==> src/rtl/arc_pkg.sv <==
package arc_pkg;

    typedef enum logic [2:0] {
        ST_IDLE,
        ST_HUNT,
        ST_ADDR,
        ST_SUMLO,
        ST_SUMHI,
        ST_DONE
    } arc_state_e;

    // Marker byte at position k: the four-byte group FF 00 55 AA repeats.
    function automatic logic [7:0] marker_byte(input int unsigned k);
        logic [7:0] b;
        unique case (k % 4)
            0:       b = 8'hFF;
            1:       b = 8'h00;
            2:       b = 8'h55;
            default: b = 8'hAA;
        endcase
        return b;
    endfunction

endpackage

==> src/rtl/arc_sync_hunter.sv <==
module arc_sync_hunter #(
    parameter int BYTE_W   = 8,
    parameter int PAT_LEN  = 8,
    parameter int HUNT_MAX = 32
) (
    input  logic              clk,
    input  logic              rst_n,
    input  logic              clr_i,
    input  logic              en_i,
    input  logic [BYTE_W-1:0] byte_i,
    output logic              hit_o,
    output logic              exhausted_o
);
    import arc_pkg::*;

    localparam int IDX_W = (PAT_LEN > 1) ? $clog2(PAT_LEN) : 1;
    localparam int CNT_W = (HUNT_MAX > 1) ? $clog2(HUNT_MAX) : 1;
    localparam logic [IDX_W-1:0] IDX_LAST = IDX_W'(PAT_LEN - 1);
    localparam logic [CNT_W-1:0] CNT_LAST = CNT_W'(HUNT_MAX - 1);

    logic [IDX_W-1:0] idx_q;
    logic [CNT_W-1:0] cnt_q;
    logic             match;

    always_comb begin
        match       = (byte_i == BYTE_W'(marker_byte(int'(idx_q))));
        hit_o       = en_i && match && (idx_q == IDX_LAST);
        exhausted_o = en_i && !hit_o && (cnt_q == CNT_LAST);
    end

    always_ff @(posedge clk or negedge rst_n) begin
        if (!rst_n) begin
            idx_q <= '0;
            cnt_q <= '0;
        end else if (clr_i) begin
            idx_q <= '0;
            cnt_q <= '0;
        end else if (en_i) begin
            cnt_q <= cnt_q + 1'b1;
            // a mismatching byte restarts the match without being re-tested
            if (match && idx_q != IDX_LAST) idx_q <= idx_q + 1'b1;
            else                            idx_q <= '0;
        end
    end

endmodule

==> src/rtl/arc_csum_acc.sv <==
module arc_csum_acc #(
    parameter int WORD_W = 16
) (
    input  logic              clk,
    input  logic              rst_n,
    input  logic              load_i,
    input  logic              step_i,
    input  logic              final_i,
    input  logic [WORD_W-1:0] word_i,
    output logic [WORD_W-1:0] sum_o
);
    localparam int EXT_W = WORD_W + 1;
    localparam logic [EXT_W-1:0] MODV = {1'b0, {WORD_W{1'b1}}};

    logic [WORD_W-1:0] acc_q;
    logic [EXT_W-1:0]  dbl, fold1, added, fold2;

    always_comb begin
        dbl   = {acc_q, 1'b0};
        fold1 = (dbl > MODV) ? (dbl - MODV) : dbl;
        added = fold1 + {1'b0, word_i};
        if (final_i) fold2 = (added >= MODV) ? (added - MODV) : added;
        else         fold2 = (added >  MODV) ? (added - MODV) : added;
    end

    always_ff @(posedge clk or negedge rst_n) begin
        if (!rst_n)      acc_q <= '0;
        else if (load_i) acc_q <= word_i;
        else if (step_i) acc_q <= fold2[WORD_W-1:0];
    end

    assign sum_o = acc_q;

endmodule

==> src/rtl/addr_rom_check.sv <==
module addr_rom_check #(
    parameter int BYTE_W     = 8,
    parameter int ADDR_BYTES = 6,
    parameter int PAT_LEN    = 8,
    parameter int HUNT_MAX   = 32
) (
    input  logic                         clk,
    input  logic                         rst_n,
    input  logic                         start_i,
    input  logic                         skip_sync_i,
    output logic                         rd_o,
    input  logic [BYTE_W-1:0]            rom_byte_i,
    output logic [BYTE_W*ADDR_BYTES-1:0] mac_o,
    output logic                         done_o,
    output logic                         ok_o,
    output logic                         err_o
);
    import arc_pkg::*;

    localparam int MAC_W  = BYTE_W * ADDR_BYTES;
    localparam int WORD_W = 2 * BYTE_W;
    localparam int AIDX_W = $clog2(ADDR_BYTES);
    localparam int PFX_W  = 3 * BYTE_W;
    localparam logic [AIDX_W-1:0] AIDX_LAST = AIDX_W'(ADDR_BYTES - 1);
    localparam logic [AIDX_W-1:0] AIDX_W0HI = AIDX_W'(1);

    arc_state_e        state_q, state_d;
    logic [AIDX_W-1:0] aidx_q;
    logic [MAC_W-1:0]  mac_q;
    logic [BYTE_W-1:0] lo_q;
    logic              ok_q, err_q;

    logic              go;
    logic              hunt_en, hunt_hit, hunt_out;
    logic              mcast_bad, prefix_bad, sum_match;
    logic              fail_now, pass_now;
    logic              cs_load, cs_step, cs_final;
    logic [WORD_W-1:0] cs_sum;
    logic [WORD_W-1:0] cur_word;

    assign go       = (state_q == ST_IDLE) && start_i;
    assign hunt_en  = (state_q == ST_HUNT);
    assign cur_word = {rom_byte_i, lo_q};

    arc_sync_hunter #(
        .BYTE_W  (BYTE_W),
        .PAT_LEN (PAT_LEN),
        .HUNT_MAX(HUNT_MAX)
    ) u_hunt (
        .clk        (clk),
        .rst_n      (rst_n),
        .clr_i      (go),
        .en_i       (hunt_en),
        .byte_i     (rom_byte_i),
        .hit_o      (hunt_hit),
        .exhausted_o(hunt_out)
    );

    always_comb begin
        cs_load  = (state_q == ST_ADDR) && (aidx_q == AIDX_W0HI);
        cs_step  = (state_q == ST_ADDR) && aidx_q[0] && (aidx_q != AIDX_W0HI);
        cs_final = (aidx_q == AIDX_LAST);
    end

    arc_csum_acc #(
        .WORD_W(WORD_W)
    ) u_sum (
        .clk    (clk),
        .rst_n  (rst_n),
        .load_i (cs_load),
        .step_i (cs_step),
        .final_i(cs_final),
        .word_i (cur_word),
        .sum_o  (cs_sum)
    );

    // address checks use bytes already captured
    always_comb begin
        mcast_bad  = (aidx_q == AIDX_W0HI) && mac_q[MAC_W-BYTE_W];
        prefix_bad = (aidx_q == AIDX_LAST) && (mac_q[MAC_W-1 -: PFX_W] == '0);
        sum_match  = (cur_word == cs_sum);
    end

    // next state
    always_comb begin
        state_d  = state_q;
        fail_now = 1'b0;
        pass_now = 1'b0;
        unique case (state_q)
            ST_IDLE: begin
                if (start_i) state_d = skip_sync_i ? ST_ADDR : ST_HUNT;
            end
            ST_HUNT: begin
                if (hunt_hit) begin
                    state_d = ST_ADDR;
                end else if (hunt_out) begin
                    state_d  = ST_DONE;
                    fail_now = 1'b1;
                end
            end
            ST_ADDR: begin
                if (mcast_bad || prefix_bad) begin
                    state_d  = ST_DONE;
                    fail_now = 1'b1;
                end else if (aidx_q == AIDX_LAST) begin
                    state_d = ST_SUMLO;
                end
            end
            ST_SUMLO: state_d = ST_SUMHI;
            ST_SUMHI: begin
                state_d  = ST_DONE;
                pass_now = sum_match;
                fail_now = !sum_match;
            end
            ST_DONE: state_d = ST_IDLE;
            default: state_d = ST_IDLE;
        endcase
    end

    // state register
    always_ff @(posedge clk or negedge rst_n) begin
        if (!rst_n) state_q <= ST_IDLE;
        else        state_q <= state_d;
    end

    // datapath registers
    always_ff @(posedge clk or negedge rst_n) begin
        if (!rst_n) begin
            aidx_q <= '0;
            mac_q  <= '0;
            lo_q   <= '0;
            ok_q   <= 1'b0;
            err_q  <= 1'b0;
        end else begin
            if (go) begin
                aidx_q <= '0;
                mac_q  <= '0;
                ok_q   <= 1'b0;
                err_q  <= 1'b0;
            end
            if (state_q == ST_ADDR) begin
                mac_q[(MAC_W-1) - int'(aidx_q)*BYTE_W -: BYTE_W] <= rom_byte_i;
                lo_q   <= rom_byte_i;
                aidx_q <= aidx_q + 1'b1;
            end
            if (state_q == ST_SUMLO) lo_q <= rom_byte_i;
            if (pass_now) ok_q  <= 1'b1;
            if (fail_now) err_q <= 1'b1;
        end
    end

    // outputs
    always_comb begin
        rd_o   = 1'b0;
        done_o = 1'b0;
        unique case (state_q)
            ST_HUNT, ST_ADDR, ST_SUMLO, ST_SUMHI: rd_o = 1'b1;
            ST_DONE:                              done_o = 1'b1;
            default: ;
        endcase
        mac_o = mac_q;
        ok_o  = ok_q;
        err_o = err_q;
    end

endmodule

==> config.mk <==
export PLATFORM = sky130hd
export DESIGN_NAME = addr_rom_check
export DESIGN_NICKNAME = d
export VERILOG_FILES = /design/src/rtl/arc_pkg.sv /design/src/rtl/arc_sync_hunter.sv /design/src/rtl/arc_csum_acc.sv /design/src/rtl/addr_rom_check.sv
export SDC_FILE = /design/constraint.sdc
export NUM_CORES = 1
export LEC_CHECK = 0
export ABC_AREA = 1
export BUFFER_PORTS_ARGS = -buffer_cell sky130_fd_sc_hd__buf_2
export CAP_MARGIN = 20
export CORE_MARGIN = 3
export CORE_UTILIZATION = 58
export CTS_CLUSTER_DIAMETER = 120
export DETAILED_ROUTE_END_ITERATION = 7
export PLACE_DENSITY_LB_ADDON = 0.1
export SYNTH_ARGS = -nofsm -noshare
export SYNTH_HDL_FRONTEND = slang
export SYNTH_HIERARCHICAL = 1
export SYNTH_SLANG_ARGS = --single-unit
==> constraint.sdc <==
create_clock -name clk -period 3.3 [get_ports clk]
set_input_delay 0.33 -clock clk [delete_from_list [all_inputs] [get_ports clk]]
set_output_delay 0.33 -clock clk [all_outputs]
set_load 0.01 [all_outputs]
==> results.md <==
* Req. time, crit path at 3.53 ns
* Adder-cell share of the synthesized area at 0.0547
* Layout cells sized above 1 at 0.151
* Pins Over Slew Limit at 0
* CTS root buffer: clkbuf_16
* Final hold vios at 0
* Largest net degree at the start of global routing at 62
* Ys Warns at 6
* Grt ovf at 0
* Post-Route WL at 17.2 mm
* CTS clk-pin slew, worst paths at 0.06 ns
* Max-cap violations at 0
* FF-to-FF path depth at 17
* DP Wirelength at 13.0 mm
* Top-count cell post-synth: nand2_1
* CP max FO at 15
* Status: finished clean
* Initial core utilization at 0.598
* Mapped cell area at 6540 µm²
* CTS H-tree depth at 3
* Top Ports at 64
* Combinational family with the most area after synthesis: simple AND/OR/NAND/NOR gates
* DRT iter0 DRCs at 582
* Setup tns final at 0 ns
* GPL Wtd Cong at 0.957
* Antenna diode instance count at 0
* Setup crit start: lo_q[0]
* Setup CP Type: flip-flop to flip-flop
* Relative max-transition margin at 0.433
* Worst slew pin tran at 0.849 ns
* Tmin final at 3.03 ns
* Vias per inst at 5.36
* Die area at 12600 µm²
* # hold bufs at CTS at 0
* CTS tree: built
* Hold Slack at 0.0512 ns
* Die Y at 112 µm
* Xor/xnor share of the synthesized area at 0.00937
* Layout area overhead at 11.2%
* Worst Path Arrival at 3.25 ns
* Finish-stage setup viols at 0
* Complex-gate fraction of the synthesized area at 0.0977
* R2r endpoint: u_sum/sum_o[10]
* Cells after Synth at 984
* Crit path launch type: flip-flop
* Core Rows at 38
* Mux share of post-synthesis cell area at 0
* Largest cells by area after synthesis: dfrtp_1, nand2_1, nand3_1, inv_1, ha_1
* Final period util at 0.917
* Number of iterations in the first detailed-routing pass at 5
* FF-to-FF setup slack at 0.27 ns
* Peak VDD IR at 0.564 mV
* Setup Buffers After CTS at 0
* Post-Layout Cell Count at 1189
* DR vias at 6371
* Die span in x at 112 µm
* Clk sinks at 88
* Cell taking the most area after synthesis: dfrtp_1
* Post-synth top area share at 0.337
* Clk_lat worst skew at 0.34 ns
* Cell count after placement at 1173
* Post-synth top cells: nand2_1, inv_1, nand3_1
* Crit path to: u_sum/sum_o[10]
* DRC errors left at 0
* Clk buf depth at 2
* Cell Pwr Density at 955 nW/µm²
* Clk_skew at 0.00458 ns
* Post-Synth Simple-Gate Area at 0.398
* PortBufs at 63
* Seq/Total Area, Yosys at 0.337
* Layout Nets at 1084
* Post-synth EDFFs at 0
* Async SR Flop Fraction at 1.00
* Flops & latches, synth at 88
* Leakage at 4.11 nW
* Initial antenna violation count at 0
* Placeable Area at 10900 µm²
* Per-cell routed wire length at 14.4 µm
* Total CTS buffers at 9
* First-pass GRT wire length at 28.9 mm
* Syn Nets at 1024
* Number of global-route vias before repair at 5776
* RR Startpoint: lo_q[0]
* Avg Cell Area, Syn at 6.65 µm²
* Crit. End Element: flip-flop
* Synth cell types at 39
* GR Util All Layers at 0.279
* Routed Antenna Nets at 0
* Worst Hold Class: input port to asynchronous set/reset pin
* Synth Flop Type: dfrtp_1
* Fmax at 331 MHz
* CTS resizes at 0
-- final cells by class --
| type | count | area (µm²) |
|---|---|---|
| multi-input cells | 732 | 3680 |
| fillers | 1026 | 3660 |
| flip-flops and latches | 88 | 2200 |
| inverters | 144 | 543 |
| repair buffers | 69 | 363 |
| clock buffers | 12 | 256 |
| well taps | 140 | 175 |
| clock inverters | 4 | 52.6 |
-- power breakdown --
part / internal (mW) / switching [mW] / total [mW] / leakage, nW
sequential: 1.32 / 0.292 / 1.61 / 1.17
clock: 0.630 / 0.423 / 1.05 / 0.153
combinational: 1.38 / 2.90 / 4.28 / 2.79
-- kinds of logic (layout without fill, tap and decap cells) --
logic type | Yosys count | after routing
AOI/OAI and AO/OA | 103 | 103
xor gates and xnor gates | 7 | 7
adders and majority gates | 28 | 28
buffers and inverters | 164 | 229
DFF | 88 | 88
and+or+nand+nor | 594 | 594
-- worst max-delay path, cell delays in order (launching register included) --
cell and delay, ns:
dfrtp_1 0.43, ha_2 0.28, fa_2 0.28, nand2_2 0.08, a21oi_2 0.23, nand3_1 0.19
nand3_1 0.13, nand2_1 0.07, nand2_2 0.11, nand2_1 0.08, nor2_2 0.15, nand3_2 0.14
nand2_4 0.12, nand2_4 0.13, o21ai_4 0.17, nand3_1 0.13, nand3_1 0.11, nand2_1 0.06
-- registers in the layout, summed over array words and instances, names as in the netlist, 3 cells and up --
name,cells
mac_o,48
u_sum/sum_o,16
lo_q,8
u_hunt/cnt_q,5
aidx_q,3
state_q,3
u_hunt/idx_q,3
-- worst min path at each step --
stage / to / cells past startpoint
5_1_grt: u_sum/sum_o[1] / 1
2_1_floorplan: aidx_q[0] / 0
6_report: lo_q[3] / 1
4_1_cts: u_sum/sum_o[2] / 1
3_3_place_gp: lo_q[2] / 1
3_5_place_dp: lo_q[3] / 1
-- layer usage --
| layer | vias to the layer above | track usage | routed length, µm |
|---|---|---|---|
| li1 | 3243 | - | - |
| met1 | 2907 | 0.412 | 8170 |
| met2 | 203 | 0.422 | 7620 |
| met3 | 18 | 0.0674 | 1190 |
| met4 | 0 | 0.0529 | 168 |
| met5 | - | 0 | 0 |
-- cells in the final DEF (no fill, tap or decap), drive strengths merged --
cell type  netlist  final
nand2          337    337
inv            143    143
nand3          136    136
nor2           105    105
dfrtp           88     88
buf             17     69
o21ai           69     69
ha              27     27
a21oi           15     15
clkbuf           3     12
a22oi           11     11
nor3             7      7
xor2             5      5
nand4            5      5
clkinv           1      4
o31ai            3      3
and2             3      3
xnor2            2      2
a211oi           1      1
a31oi            1      1
o22ai            1      1
bufinv           0      1
o21bai           1      1
o21a             1      1
and3             1      1
fa               1      1
-- through the flow --
step / util / setup WS (ns) / total power [mW] / cell area [µm²]
floorplan: - / 0.644 / 4.86 / 6540
global placement: 0.635 / 0.173 / 5.76 / 6940
detailed placement: 0.635 / 0.147 / 5.78 / 6940
CTS: 0.663 / 0.128 / 6.86 / 7250
global route: 0.665 / -0.00683 / 7.67 / 7280
finish: 0.665 / 0.275 / 6.95 / 7280
Power figures use the tool's default switching activity.
